===== src/rtl/wp_pkg.sv =====
`timescale 1ns/1ps
// Shared types and bit positions for the status/permission unit.
// Assumes an 8-bit status byte; positions here are decoded by neighbours.
package wp_pkg;
    localparam int SR_WPEN = 7;
    localparam int SR_IPL  = 6;
    localparam int SR_LIP  = 4;
    localparam int SR_BP1  = 3;
    localparam int SR_BP0  = 2;
    localparam int SR_WEL  = 1;
    localparam int SR_RDY  = 0;

    localparam logic [1:0] BP_NONE = 2'b00;
    localparam logic [1:0] BP_QTR  = 2'b01;
    localparam logic [1:0] BP_HALF = 2'b10;
    localparam logic [1:0] BP_FULL = 2'b11;

    // Stored (non-volatile model) bits.
    typedef struct packed {
        logic       wpen;
        logic       lip;
        logic [1:0] bp;
    } nv_bits_t;
endpackage


===== src/rtl/wp_range_chk.sv =====
`timescale 1ns/1ps
// Decides whether an address lies inside the range chosen by the
// two-bit block-protect code. Assumes the range is always an upper
// quarter, upper half or whole space, so only the top two bits matter.
module wp_range_chk #(
    parameter int AW = 15
) (
    input  logic [1:0]    bp_i,
    input  logic [AW-1:0] addr_i,
    output logic          prot_o
);
    import wp_pkg::*;
    localparam int TOP = AW - 1;

    logic [1:0] quad;
    assign quad = addr_i[TOP -: 2];

    // Map code and address quadrant to the protected flag.
    always_comb begin
        unique case (bp_i)
            BP_NONE: prot_o = 1'b0;
            BP_QTR:  prot_o = (quad == 2'b11);
            BP_HALF: prot_o = quad[1];
            default: prot_o = 1'b1;
        endcase
    end
endmodule


===== src/rtl/wp_cycle_timer.sv =====
`timescale 1ns/1ps
// Busy interval for the internal write cycle. A start pulse raises busy
// for exactly CYCLES clocks. Assumes no start arrives while busy.
module wp_cycle_timer #(
    parameter int CYCLES = 8
) (
    input  logic clk,
    input  logic rst_n,
    input  logic start_i,
    output logic busy_o
);
    localparam int CW = (CYCLES < 2) ? 1 : $clog2(CYCLES);
    localparam logic [CW-1:0] LAST = CW'(CYCLES - 1);

    logic [CW-1:0] cnt_q;
    logic          busy_q;

    // Load on start, count down, drop busy after the last count.
    always_ff @(posedge clk) begin
        if (!rst_n) begin
            busy_q <= 1'b0;
            cnt_q  <= '0;
        end else if (start_i && !busy_q) begin
            busy_q <= 1'b1;
            cnt_q  <= LAST;
        end else if (busy_q) begin
            if (cnt_q == '0) busy_q <= 1'b0;
            else             cnt_q  <= cnt_q - 1'b1;
        end
    end

    assign busy_o = busy_q;

    assert_busy_ends_R12: assert property (@(posedge clk) disable iff (!rst_n)
        (busy_q && cnt_q == '0 && !start_i) |=> !busy_q);
    assert_busy_holds_R12: assert property (@(posedge clk) disable iff (!rst_n)
        (busy_q && cnt_q != '0) |=> busy_q);
endmodule


===== src/rtl/wp_status_core.sv =====
`timescale 1ns/1ps
// Holds the write latch, page select, stored protection bits and a
// pending status write. Assumes the decoder gives single-cycle pulses and
// raises the commit lines only when chip select rises.
module wp_status_core
    import wp_pkg::*;
#(
    parameter logic [3:0] NV_INIT = 4'b0000
) (
    input  logic       clk,
    input  logic       rst_n,
    input  logic       wp_pin_i,
    input  logic       wren_i,
    input  logic       wrdi_i,
    input  logic       sr_valid_i,
    input  logic [7:0] sr_data_i,
    input  logic       sr_commit_i,
    input  logic       arr_commit_i,
    input  logic       ipl_used_i,
    input  logic       busy_i,
    output logic       wel_o,
    output logic       ipl_o,
    output nv_bits_t   nv_o,
    output logic       lock_o,
    output logic       start_o
);
    logic       wel_q, ipl_q, pend_q;
    logic [7:0] pend_d_q;
    nv_bits_t   nv_q = nv_bits_t'(NV_INIT);
    logic       lock, accept, apply, conflict, arr_go;

    assign lock     = nv_q.wpen && !wp_pin_i;
    assign accept   = sr_valid_i && wel_q && !busy_i && !lock;
    assign apply    = rst_n && sr_commit_i && pend_q && !lock && !busy_i;
    assign conflict = pend_d_q[SR_IPL] && pend_d_q[SR_LIP];
    assign arr_go   = arr_commit_i && !busy_i;

    // Write-enable latch: commits clear it, commands act only when idle.
    always_ff @(posedge clk) begin
        if (!rst_n)                 wel_q <= 1'b0;
        else if (apply || arr_go)   wel_q <= 1'b0;
        else if (!busy_i && wrdi_i) wel_q <= 1'b0;
        else if (!busy_i && wren_i) wel_q <= 1'b1;
    end

    // Pending status byte between data capture and chip-select rise.
    always_ff @(posedge clk) begin
        if (!rst_n) begin
            pend_q   <= 1'b0;
            pend_d_q <= '0;
        end else if (accept) begin
            pend_q   <= 1'b1;
            pend_d_q <= sr_data_i;
        end else if (lock || sr_commit_i) begin
            pend_q   <= 1'b0;
        end
    end

    // Volatile page select: cleared when an access has used it.
    always_ff @(posedge clk) begin
        if (!rst_n)                     ipl_q <= 1'b0;
        else if (arr_go || ipl_used_i)  ipl_q <= 1'b0;
        else if (apply && !conflict)    ipl_q <= pend_d_q[SR_IPL];
    end

    // Stored bits: untouched by reset, lock bit is sticky.
    always_ff @(posedge clk) begin
        if (apply) begin
            nv_q.wpen <= pend_d_q[SR_WPEN];
            nv_q.bp   <= pend_d_q[SR_BP1:SR_BP0];
            if (!conflict) nv_q.lip <= nv_q.lip | pend_d_q[SR_LIP];
        end
    end

    assign wel_o   = wel_q;
    assign ipl_o   = ipl_q;
    assign nv_o    = nv_q;
    assign lock_o  = lock;
    assign start_o = apply || arr_go;

    assert_wel_set_R2: assert property (@(posedge clk) disable iff (!rst_n)
        (wren_i && !wrdi_i && !busy_i && !sr_commit_i && !arr_commit_i) |=> wel_q);
    assert_wel_clear_R2: assert property (@(posedge clk) disable iff (!rst_n)
        (wrdi_i && !busy_i) |=> !wel_q);
    assert_nv_quiet_R6: assert property (@(posedge clk) disable iff (!rst_n)
        !(sr_commit_i && pend_q) |=> $stable(nv_q));
    assert_lip_sticky_R8: assert property (@(posedge clk) disable iff (!rst_n)
        nv_q.lip |=> nv_q.lip);
    assert_cancel_R11: assert property (@(posedge clk) disable iff (!rst_n)
        (pend_q && lock && !accept) |=> !pend_q);
endmodule


===== src/rtl/wrprot_status.sv =====
`timescale 1ns/1ps
// Status register and write-permission unit. Combines the write latch,
// protect pin, pin-enable bit, block range, page select and page lock
// into three permit lines. Assumes an AW-bit array address and a
// 64-byte identification page addressed by the low 6 bits.
module wrprot_status
    import wp_pkg::*;
#(
    parameter int         AW        = 15,
    parameter int         PAGE_AW   = 6,
    parameter int         WR_CYCLES = 8,
    parameter logic [3:0] NV_INIT   = 4'b0000
) (
    input  logic          clk,
    input  logic          rst_n,
    input  logic          wp_pin_i,
    input  logic          wren_i,
    input  logic          wrdi_i,
    input  logic          sr_data_valid_i,
    input  logic [7:0]    sr_data_i,
    input  logic          sr_commit_i,
    input  logic          arr_commit_i,
    input  logic          ipl_used_i,
    input  logic [AW-1:0] wr_addr_i,
    output logic [7:0]    status_o,
    output logic          arr_wr_ok_o,
    output logic          ip_wr_ok_o,
    output logic          sr_wr_ok_o
);
    localparam int NCHK = 2;

    logic     busy, wel, ipl, lock, start;
    nv_bits_t nv;
    logic [AW-1:0] chk_addr [NCHK];
    logic [NCHK-1:0] prot;

    wp_status_core #(.NV_INIT(NV_INIT)) u_core (
        .clk(clk), .rst_n(rst_n), .wp_pin_i(wp_pin_i),
        .wren_i(wren_i), .wrdi_i(wrdi_i),
        .sr_valid_i(sr_data_valid_i), .sr_data_i(sr_data_i),
        .sr_commit_i(sr_commit_i), .arr_commit_i(arr_commit_i),
        .ipl_used_i(ipl_used_i), .busy_i(busy),
        .wel_o(wel), .ipl_o(ipl), .nv_o(nv), .lock_o(lock), .start_o(start)
    );

    wp_cycle_timer #(.CYCLES(WR_CYCLES)) u_timer (
        .clk(clk), .rst_n(rst_n), .start_i(start), .busy_o(busy)
    );

    // Index 0 checks the array address, index 1 the page byte address.
    assign chk_addr[0] = wr_addr_i;
    assign chk_addr[1] = AW'(wr_addr_i[PAGE_AW-1:0]);

    generate
        for (genvar g = 0; g < NCHK; g++) begin : g_rng
            wp_range_chk #(.AW(AW)) u_rng (
                .bp_i(nv.bp), .addr_i(chk_addr[g]), .prot_o(prot[g])
            );
        end
    endgenerate

    // Readback byte in the fixed field order.
    assign status_o = {nv.wpen, ipl, 1'b0, nv.lip, nv.bp, wel, busy};

    // Permit decisions from registered state, pin and address.
    always_comb begin
        sr_wr_ok_o  = wel && !busy && !lock;
        arr_wr_ok_o = wel && !busy && !ipl && !prot[0];
        ip_wr_ok_o  = wel && !busy && ipl && !nv.lip && (nv.bp != BP_FULL) && !prot[1];
    end

    assert_full_range_R3: assert property (@(posedge clk) disable iff (!rst_n)
        (nv.bp == BP_FULL) |-> (!arr_wr_ok_o && !ip_wr_ok_o));
    assert_commit_drops_wel_R4: assert property (@(posedge clk) disable iff (!rst_n)
        (arr_commit_i && !busy) |=> (!wel && busy));
    assert_busy_blocks_R5: assert property (@(posedge clk) disable iff (!rst_n)
        busy |-> (!sr_wr_ok_o && !arr_wr_ok_o && !ip_wr_ok_o));
    assert_lock_blocks_ip_R9: assert property (@(posedge clk) disable iff (!rst_n)
        nv.lip |-> !ip_wr_ok_o);
    assert_ipl_used_R10: assert property (@(posedge clk) disable iff (!rst_n)
        ipl_used_i |=> !ipl);
endmodule


===== config.mk =====
export PLATFORM = sky130hd
export DESIGN_NAME = wrprot_status
export DESIGN_NICKNAME = d
export VERILOG_FILES = /design/src/rtl/wp_pkg.sv /design/src/rtl/wp_range_chk.sv /design/src/rtl/wp_cycle_timer.sv /design/src/rtl/wp_status_core.sv /design/src/rtl/wrprot_status.sv
export SDC_FILE = /design/constraint.sdc
export NUM_CORES = 1
export LEC_CHECK = 0
export CORE_MARGIN = 8
export CORE_UTILIZATION = 55
export DETAILED_ROUTE_END_ITERATION = 10
export DONT_BUFFER_PORTS = 1
export PLACE_DENSITY = 0.7
export SLEW_MARGIN = 5
export SYNTH_ARGS = -nofsm -noshare
export SYNTH_HDL_FRONTEND = slang
export SYNTH_SLANG_ARGS = --single-unit

===== constraint.sdc =====
create_clock -name clk -period 2.98 [get_ports clk]
set_clock_uncertainty 0.05 [all_clocks]
set_input_delay 0 -clock clk [delete_from_list [all_inputs] [get_ports clk]]
set_output_delay 0 -clock clk [all_outputs]
set_load 0.1 [all_outputs]

==> run metrics <==
status=finished clean; Worst Hold Class=in -> reg; Worst Hold Depth=2; H-tree levels=1; clock slew at reported path FFs=0.09 ns; max-slew violation count=0; Peak VDD IR=0.3430 mV; dpl ws=0.9629 ns; Sequential Power Share=around 52%; Syn Std Cell Area=between 800 and 900 sq um; CTS Buf Count=3; Post-CTS Resized=0; syn_nets=118; Yosys Warn Count=0; CP max stage delay=a little under 0.6 ns; Clock Path Buffers=2; Leak Pwr=approximately 0.00040 uW; CTS sink cnt=16; Post-Syn Area per Cell=9.593 sq um; Fin. Hold Viols=0; global route total overflow=0; Layout Area Growth over Synthesis=31.52%; PortBufs=0; final worst setup slack=~0.27 ns; CP required=3.16 ns; crit share post-route=about nine tenths; DRT Wirelength=2106 um; Worst-Margin Slew=a little over 1 ns; RSZ-0062 raised after global routing=no; Via density=approximately 5.9; ANT cells=0; global-route wire length before repair=3477 um; ys flop type=dfxtp_1; CTS Root Cell=clkbuf_4; total number of vias=~730; fmax=368.8 MHz; Rows=14; WP depth=6; die height=roughly 54 um; Post CTS Setup Buffer Count=0; Detailed Place HPWL=1361 um; layout cell share with drive strength beyond 1=between 10% and 20%; worst-path cell chain=buf_4, nor2b_1, nand4_1, dlygate4sd3_1, a21oi_1, dlygate4sd3_1; Rel. slew slack=between 30 and 40%; # Max-Cap Violations=0; mean routed wirelength per cell=17.12 um; Worst path top cell family by delay=buffers and inverters; Die X=~54 um; final-stage net count=142; CP Max Fanout=7; CP max-delay cell=dlygate4sd3_1; post-route ant nets=0; setup violators final=0; P_sw=132.0 uW; Cell variety after synth=33; I/O pins=43; clk_lat worst skew=between 0.2 and 0.3 ns; Synth Register Bits=16; Crit path buffers/inverters=3; Critical Path End Type=flip-flop; largest net degree at the start of global routing=12; WP data arrival=2.89 ns; Pint=315.2 uW; CTS tree=built; initial antenna violation count=0; Reg2Reg Depth=6; Critical Path Source Type=flip-flop; clock period minus final worst setup slack=about 2.7 ns; core footprint=1436 sq um; CP Class=reg -> reg; clock power share=about a quarter; most used cell, CP=dlygate4sd3_1; Routability Congestion=0.7429; initial drt markers=27; total die area=roughly 3000 sq um; post-synthesis instance total=between 80 and 90; Starting Density=56.10%; PwrDens=approximately 420 nW/um^2; vias in the first global route=727; Pre-antenna DRT Iters=4; switching part of the total=29.52%; sequential fraction of the synthesis area=44.72%; Residual DRC=0; combinational power share=about a fifth; gr usage total=16.11%; Setup TNS=0 ns; Post-synth EDFFs=4; Post-synth ARST share=0%
==> through the flow <==
stage	area [sq um]	power [uW]	hold slack [ns]	std cells	utilization, %
after floorplan	812.0	308.5	0.09754	84	-
after global placement	843.3	315.9	0.1034	100	58.71
after detailed placement	843.3	317.6	0.1122	100	58.71
after CTS	1060	449.7	0.01223	123	73.78
after global routing	1060	467.8	0.05589	123	73.78
final	1060	447.2	0.02995	123	73.78
==> power by group through the flow <==
stage               clock [uW]  sequential [uW]  combinational (uW)
floorplan                    0              240                68.8
global placement             0              239                76.8
finish                     118              234                94.9
global route               128              235                 105
CTS                        122              234                93.7
detailed placement           0              239                78.3
==> metal layers <==
metal / up-vias / track usage [%] / wire (um)
li1: 349 / - / -
met1: 342 / 19.74 / 829
met2: 32 / 25.76 / 1028
met3: 4 / 3.533 / 209
met4: 0 / 8.607 / 39
met5: - / 0 / 0
==> cells by family (layout without fill, tap and decap cells) <==
kind of cell | after synthesis | after routing | synth area share (%)
fa+ha+maj | 2 | 2 | 3.105
compound gates | 23 | 23 | 19.25
mux | 1 | 1 | 1.242
buf+inv | 14 | 37 | 10.25
flops | 16 | 16 | 44.72
other cells | 1 | 1 | 0.4654
simple gates | 27 | 27 | 20.96
==> cell type report <==
| class | instances | area (sq um) |
|---|---|---|
| multi-input combinational | 54 | 384.1 |
| sequential | 16 | 360.3 |
| clock buffer | 4 | 26.28 |
| inverter | 7 | 26.28 |
| tap | 16 | 20.02 |
| fill | 108 | 376.6 |
| timing repair buffer | 26 | 242.7 |
==> synthesized netlist by cell type, drive strengths merged, types with 2 or more instances <==
cell / count / area share [%]
dfxtp: 12 / 30
a21oi: 9 / 5.6
inv: 7 / 3.3
buf: 6 / 6.5
nand4: 5 / 3.9
o31ai: 5 / 4.7
edfxtp: 4 / 15
nor2: 3 / 1.4
nor2b: 3 / 2.3
o21ai: 3 / 1.9
ha: 2 / 3.1
nand2b: 2 / 1.6
nand3: 2 / 1.2
nand3b: 2 / 1.9
nor3b: 2 / 1.9
==> layout by cell type, fill, tap and decap left out, types with 2 or more instances in the layout <==
cell type,Yosys,routed
o21ai_0,3,3
nand3b_1,2,2
ha_1,2,2
clkbuf_4,0,3
o31ai_1,5,5
dfxtp_1,12,12
nor2b_1,3,3
a21oi_1,9,9
nor2_1,3,2
dlygate4sd3_1,0,19
inv_1,7,7
nor3b_1,2,2
buf_4,4,7
edfxtp_1,4,4
nand3_1,2,2
nand4_1,5,5
nand2b_1,2,2
==> sequential cells by signal, summed over array words and instances, names as in the netlist <==
register	flops
u_core.ipl_o	1
u_core.nv_o	4
u_timer.cnt_q	3
u_core.wel_o	1
u_core.pend_q	1
u_core.pend_d_q	5
u_timer.busy_o	1
==> path summary, 6_finish.rpt <==
check,start,to,slack [ns]
setup / recovery,u_core.wel_o$_SDFFE_PP0P_,u_core.pend_d_q[6]$_SDFFE_PN0P_,0.27
hold / removal,rst_n,u_timer.cnt_q[2]$_SDFFE_PN0P_,0.03
setup reg to reg,u_core.wel_o$_SDFFE_PP0P_,u_core.pend_d_q[6]$_SDFFE_PN0P_,0.27
hold reg to reg,u_core.pend_d_q[2]$_SDFFE_PN0P_,u_core.nv_o[0]$_DFFE_PP_,0.41
==> timing repair <==
item / CTS / global route
hold endpoints to repair: 10 / 0
hold buffers: 19 / 0
setup endpoints to repair: 0 / 0
Note: power is estimated with default switching activity, not from simulation.
